## src/rtl/seq_pkg.sv

```systemverilog
// Package: shared helpers for the fixed-latency sequencer.
// Assumes a schedule latency of at least one cycle.
package seq_pkg;
    // Bits needed to hold the value LATENCY+1.
    function automatic int cnt_width(input int lat);
        return $clog2(lat + 2);
    endfunction
endpackage

```

## src/rtl/seq_counter.sv

```systemverilog
// Module: seq_counter
// The run counter for schedules longer than one cycle. It sits at 0 while
// idle and loads 1 when go is seen in that state. It then climbs by one each
// cycle and drops back to 0 after reaching LATENCY-1. It is written on every
// clock, and go is ignored while the count is non-zero.
// Assumes LATENCY >= 2.
module seq_counter
    import seq_pkg::*;
#(
    parameter int LATENCY = 5,
    parameter int CW      = cnt_width(LATENCY)
) (
    input  logic          clk,
    input  logic          rst_n,
    input  logic          go,
    output logic [CW-1:0] cnt
);
    localparam logic [CW-1:0] CNT_ONE  = CW'(1);
    localparam logic [CW-1:0] CNT_LAST = CW'(LATENCY - 1);

    // Start, step or wrap the counter on every clock.
    always_ff @(posedge clk) begin
        if (!rst_n) begin
            cnt <= '0;
        end else if (cnt == '0) begin
            cnt <= go ? CNT_ONE : '0;
        end else if (cnt == CNT_LAST) begin
            cnt <= '0;
        end else begin
            cnt <= cnt + CNT_ONE;
        end
    end
endmodule

```

## src/rtl/seq_window.sv

```systemverilog
// Module: seq_window
// Decodes the enables for the window [0, WIN_END) of a run. Cycle 0 comes
// from go while the counter is idle. Cycles 1 to WIN_END-1 come from the
// counter value. The union of the two is also given.
// Assumes 1 <= WIN_END <= LATENCY, and a count of 0 whenever the block is idle.
module seq_window #(
    parameter int CW      = 3,
    parameter int WIN_END = 3
) (
    input  logic          go,
    input  logic [CW-1:0] cnt,
    output logic          first,
    output logic          rest,
    output logic          span
);
    localparam logic [CW-1:0] END_V = CW'(WIN_END);

    // Cycle-0 enable: the request itself, taken only while idle.
    assign first = go && (cnt == '0);

    generate
        if (WIN_END > 1) begin : g_rest
            // Later cycles of the window, decoded from the count.
            assign rest = (cnt != '0) && (cnt < END_V);
        end else begin : g_no_rest
            // A window of one cycle has no counter-decoded part.
            assign rest = 1'b0;
        end
    endgenerate

    // Whole window: the cycle-0 part joined with the later part.
    assign span = first | rest;
endmodule

```

## src/rtl/seq_done_flag.sv

```systemverilog
// Module: seq_done_flag
// Holds a registered copy of go that is written only while wr_en is high.
// done is the stored copy qualified by wr_en. The top drives wr_en with
// "counter idle" for multi-cycle schedules, and with a constant 1 when the
// latency is one cycle.
module seq_done_flag (
    input  logic clk,
    input  logic rst_n,
    input  logic wr_en,
    input  logic d,
    output logic done
);
    logic flag_q;

    // Capture go whenever a write is allowed.
    always_ff @(posedge clk) begin
        if (!rst_n) begin
            flag_q <= 1'b0;
        end else if (wr_en) begin
            flag_q <= d;
        end
    end

    // Report completion only in a cycle where the flag may be written.
    assign done = flag_q & wr_en;
endmodule

```

## src/rtl/sched_sequencer.sv

```systemverilog
// Module: sched_sequencer
// Top of the go/done sequencer. It wraps a schedule of LATENCY cycles and
// produces the cycle-0, later-cycle and whole-window enables for the window
// [0, WIN_END), plus a done pulse. For LATENCY == 1 no counter is built.
// Assumes 1 <= WIN_END <= LATENCY.
module sched_sequencer
    import seq_pkg::*;
#(
    parameter int LATENCY = 5,
    parameter int WIN_END = 3
) (
    input  logic clk,
    input  logic rst_n,
    input  logic go,
    output logic win_first,
    output logic win_rest,
    output logic win_span,
    output logic done
);
    localparam int CW = cnt_width(LATENCY);

    logic [CW-1:0] cnt_q;
    logic          idle;
    logic          flag_we;

    generate
        if (LATENCY > 1) begin : g_multi
            // Multi-cycle schedule: a real counter, with the flag written only while idle.
            seq_counter #(
                .LATENCY(LATENCY),
                .CW     (CW)
            ) u_cnt (
                .clk  (clk),
                .rst_n(rst_n),
                .go   (go),
                .cnt  (cnt_q)
            );
            assign flag_we = idle;
        end else begin : g_single
            // One-cycle schedule: no counter, and the flag is written every cycle.
            assign cnt_q   = '0;
            assign flag_we = 1'b1;
        end
    endgenerate

    // The block is idle when the count is 0.
    assign idle = (cnt_q == '0);

    seq_window #(
        .CW     (CW),
        .WIN_END(WIN_END)
    ) u_win (
        .go   (go),
        .cnt  (cnt_q),
        .first(win_first),
        .rest (win_rest),
        .span (win_span)
    );

    seq_done_flag u_done (
        .clk  (clk),
        .rst_n(rst_n),
        .wr_en(flag_we),
        .d    (go),
        .done (done)
    );
endmodule

```

## config.mk

```make
export PLATFORM = sky130hd
export DESIGN_NAME = sched_sequencer
export DESIGN_NICKNAME = d
export VERILOG_FILES = /design/src/rtl/seq_pkg.sv /design/src/rtl/seq_counter.sv /design/src/rtl/seq_window.sv /design/src/rtl/seq_done_flag.sv /design/src/rtl/sched_sequencer.sv
export SDC_FILE = /design/constraint.sdc
export NUM_CORES = 1
export LEC_CHECK = 0
export ABC_AREA = 1
export BUFFER_PORTS_ARGS = -buffer_cell sky130_fd_sc_hd__buf_2
export CAP_MARGIN = 5
export CORE_AREA = 3 3 40 42
export DETAILED_ROUTE_END_ITERATION = 8
export DIE_AREA = 0 0 43 45
export PLACE_DENSITY_LB_ADDON = 0.15
export SLEW_MARGIN = 20
export SYNTH_ARGS = -nofsm -noshare
export SYNTH_HDL_FRONTEND = slang
export SYNTH_HIERARCHICAL = 1
export SYNTH_SLANG_ARGS = --single-unit
export TNS_END_PERCENT = 20
```

## constraint.sdc

```tcl
create_clock -name clk -period 1.8 [get_ports clk]
set_input_delay 0.18 -clock clk [delete_from_list [all_inputs] [get_ports clk]]
set_output_delay 0.18 -clock clk [all_outputs]
set_load 0.02 [all_outputs]
```

# ---- Word-level counts from Yosys, hierarchy flattened
# Index checks and enable logic that the tools add are counted.
dict set report classes {
  addsub 1
  n_lt_le_gt_ge 1
  n_eq_ne 1
  muxes 3
  bitwise_logic 2
  reduce_logical 4
}
# op count
set ops {}
lappend ops {{3-bit two-way mux} 2}
lappend ops {{3-bit by 1-bit adder with 3-bit output, second input constant} 1}
lappend ops {{3-bit == test, second input constant} 1}
lappend ops {{3-bit zero test} 1}
lappend ops {{3-bit by 2-bit less-than comparator with 1-bit output, second input constant} 1}
lappend ops {{3-bit nonzero test} 1}
lappend ops {{1-bit logical AND} 2}
lappend ops {{1-bit AND} 1}
lappend ops {{1-bit two-way mux} 1}
lappend ops {{1-bit bitwise OR} 1}
dict set report totals {
  reg_bits 4
  inputBits 3
  output_inout_bits 4
  wordCells 14
}

# ---- Longest topological paths before layout
dict set report depth {
  ltp_word 3
  ltp_mapped 6
  ltp_nobuf 6
}

# ---- Modules after synthesis
# Netlist, hierarchy kept.
# module n_inst cells_each area_each_um2 seq_area_each_um2
set modules_own_cells {}
lappend modules_own_cells {seq_counter 1 23 163.9 60.1}
lappend modules_own_cells {seq_window 1 11 51.3 0.0}
lappend modules_own_cells {seq_done_flag 1 8 48.8 20.0}
lappend modules_own_cells {sched_sequencer 1 4 17.5 0.0}

# ---- Least setup slack after synthesis
# Ideal clock, no wire load.
dict set report synth_timing {
  path_kind {flip-flop to flip-flop}
  from {register g_multi.u_cnt.cnt[0]}
  to {register g_multi.u_cnt.cnt[2]}
  t_arrival_ns 0.892
  t_required_ns 1.736
  setup_slack_ns 0.844
  stages_incl_launch_ff 6
  synth_period_minus_slack_ns 0.956
  cell_sequence {dfxtp_1 -> inv_1 -> ha_1 -> nand2_1 -> nand3_2 -> nor2_1}
}
dict set report synth_via {
  elab_chain_cells 3
}
# item line_no
set synth_lines {}
lappend synth_lines {{start: declaration} seq_counter.sv:16} ;# output logic [CW-1:0] cnt
lappend synth_lines {{start signal: assignment} seq_counter.sv:26} ;# cnt <= go ? CNT_ONE : '0;
lappend synth_lines {{start signal: assignment} seq_counter.sv:30} ;# cnt <= cnt + CNT_ONE;
lappend synth_lines {{3-bit by 1-bit adder with 3-bit output or 3-bit == test (tied branches)} {seq_counter.sv:30, seq_counter.sv:27}}
lappend synth_lines {{3-bit two-way mux} seq_counter.sv:27} ;# end else if (cnt == CNT_LAST) begin
lappend synth_lines {{3-bit two-way mux *} seq_counter.sv:25} ;# end else if (cnt == '0) begin
# Every way passes the cells marked *; elsewhere a longest branch is shown, timed or not.
# A chain may end at the register's enable or synchronous reset.

# ---- Worst setup path in the final report
dict set report layout_timing {
  from {register g_multi.u_cnt.cnt[1]}
  to {output done}
}
dict set report layout_via {
  elab_chain_cells 2
}
# item line_no
set layout_lines {}
lappend layout_lines {{3-bit zero test} sched_sequencer.sv:47} ;# assign idle = (cnt_q == '0);
lappend layout_lines {{via flag_we} sched_sequencer.sv:24} ;# logic flag_we;
lappend layout_lines {{1-bit AND} seq_done_flag.sv:25} ;# assign done = flag_q & wr_en;
lappend layout_lines {{end: declaration} sched_sequencer.sv:18} ;# output logic done
# The timed path passes the listed nets, and every way through them passes these cells.

==> reports/metrics.cfg <==
[status]
status=finished clean

[synth]
yosys.cell_types.count=11
post_synthesis_register_bit_count=4
syn_nets=51
synth_area_um2=282
synth_area_per_cell_um2=6.12
gate_count_of_the_mapped_netlist=46
synth_seq_area_share=0.284
synthesis.yosys.warnings=6

[layout]
mostFrequentLayoutCells=sky130_fd_sc_hd__inv_1 (14), sky130_fd_sc_hd__nand2_1 (11), sky130_fd_sc_hd__buf_2 (6)
final_common_cell=sky130_fd_sc_hd__inv_1
area_delta_synth_final_pct=25.3
num_antenna_cells=0
finalCoreUtilization=0.275
final_layout_size_suffix_gt1_frac=0.309
finish.net_count=62

[detailed_routing]
remaining_drc_errors=0
drt.antenna.violating_nets=0
num_vias=258
initialDrtViolationCount=6
drt_pass1_iterations=4
detail_route.wl_per_cell_um=7.61
drt_wl_total_um=533
avgViaCountPerCell=3.69

[grt]
global_route_total_usage_across_every_layer=0.0689
overflow_left_after_global_routing=0
grt_first_pass_wirelength_um=890
largest_net_degree_at_the_start_of_global_routing=7
grt_antenna_before_repair=0
via_count_of_the_first_global_routing_pass=222

[run]
max_cap_violations=0

[clocking]
cts.sinks=4
cts_max_path_buffers=2
insertion_delay_ns=0.23
htreeDepth=1
post_cts.repair.setup_buffers=0
number_of_buffers_added_by_the_clock_tree_synthesis_step=3
tritoncts=yes
worst_setup_hold_path_clk_slew_ns=0.04
cts_resized=0
clk_root_buffer_cell=sky130_fd_sc_hd__clkbuf_4
post_cts_hold_buffer_count=0

[placement]
weighted_congestion_reported_at_the_end_of_routability_driven_placement=0.759
detailedPlacementHpwl_um=401
placement.io_buffers=6

[setup_path]
critical_path_endpoint_category=output pin
crit_required_ns=1.62
critical_path.max_fanout=6
data_arrival_time_of_the_critical_path_ns=1.09
timing.setup.critical_path_class=flop to output pin
worst_setup_path_start_kind=flop

[power]
flop_pwr_share=0.351
power.density_cell_area_mw_per_mm2=828
pwr-share-comb=0.273
netSwitchingFraction=0.317
power.net_switching_mw=0.0926
p_int_mw=0.200
p_leak_nw=0.208
clock_power_share=0.376
power.ir.vdd_worst_mv=0.305

[timing]
hold_viol_final=0
holdWs_ns=0.191
min_period_ns=1.27
totalNegativeSetupSlack_ns=0
finalClockSkew_ns=0.00432
maxClockFrequency_mhz=790
worst_pin_slew_ns=0.240
setup_repair_after_global_routing_missed_its_margin=false
timing.final.setup_violations=0
slew_viol_final=0
worst_case_headroom_to_the_max_slew_limit=0.840
final_min_period_over_clock_period=0.703

[floorplanning]
core_area_mm2=0.00128
floorplan.io_pins=7
floorplan.initialDensity=0.219
die_w_um=43
die_area_mm2=0.00194
die-height_um=45
num_rows=13

[worst_hold_path]
min-delay-path-class=input port to flop

## sequential cells by signal (all words and copies together) (netlist names)
register / cells
u_done/flag_q: 1
g_multi.u_cnt/cnt: 3
## synth_stat cells
master | number | area share
sky130_fd_sc_hd__a21oi_1 | 1 | 0.018
sky130_fd_sc_hd__nor2_2 | 2 | 0.044
sky130_fd_sc_hd__dfxtp_1 | 4 | 0.28
sky130_fd_sc_hd__nand3_1 | 2 | 0.036
sky130_fd_sc_hd__nor2_1 | 4 | 0.053
sky130_fd_sc_hd__inv_1 | 14 | 0.19
sky130_fd_sc_hd__nand2_1 | 11 | 0.15
sky130_fd_sc_hd__inv_2 | 2 | 0.027
sky130_fd_sc_hd__nand3_2 | 2 | 0.071
sky130_fd_sc_hd__nand2_2 | 2 | 0.044
sky130_fd_sc_hd__ha_1 | 2 | 0.089
## cell families (layout without fill, tap and decap cells)
kind of cell,after synthesis,after routing,share of synthesized area
buffers and inverters,16,25,0.213
DFF,4,4,0.284
and+or+nand+nor,23,23,0.396
adders and majority gates,2,2,0.0889
AOI/OAI and AO/OA,1,1,0.0178
## worst paths after layout
path / from / slack (ns) / end / cells after the start
max: g_multi.u_cnt/cnt[1] / 0.53 / done / 6
min: rst_n / 0.19 / g_multi.u_cnt/cnt[0] / 3
max reg2reg: g_multi.u_cnt/cnt[0] / 0.73 / g_multi.u_cnt/cnt[2] / 5
min reg2reg: u_done/flag_q / 0.49 / u_done/flag_q / 2
## final cells by class
class                      count  area [µm²]
multi-input combinational     26         141
fill                         136         932
tap                           15        18.8
sequential                     4        80.1
timing repair buffer           6        30.0
clock buffer                   3        22.5
inverter                      16        60.1
## per-stage QoR
step,power [mW],area (µm²),setup WS (ns),std cells
3_5_place_dp,0.184,330,0.741,67
3_3_place_gp,0.185,330,0.714,67
2_1_floorplan,0.163,282,0.844,46
5_1_grt,0.324,353,0.401,70
4_1_cts,0.301,353,0.510,70
6_report,0.292,353,0.534,70
## routing by layer
metal | routed length (µm) | track usage
met3 | 62 | 0.0757
met4 | 0 | 0.0181
met1 | 269 | 0.0813
met5 | 0 | 0
met2 | 201 | 0.0808
## power groups by stage
stage | clock, mW | sequential [mW] | combinational, mW
CTS | 0.117 | 0.103 | 0.0807
detailed placement | 0 | 0.104 | 0.0802
global route | 0.129 | 0.104 | 0.0905
floorplan | 0 | 0.102 | 0.0607
finish | 0.110 | 0.102 | 0.0799
global placement | 0 | 0.105 | 0.0808
## worst max-delay path: stages (launching register included)
cell and delay (ns):
sky130_fd_sc_hd__dfxtp_1 0.43, sky130_fd_sc_hd__inv_1 0.06, sky130_fd_sc_hd__nand2_1 0.07, sky130_fd_sc_hd__nor2_2 0.04, sky130_fd_sc_hd__nand2_1 0.07, sky130_fd_sc_hd__inv_1 0.03
sky130_fd_sc_hd__buf_2 0.14
No activity file was read; power rests on OpenSTA's default activity.
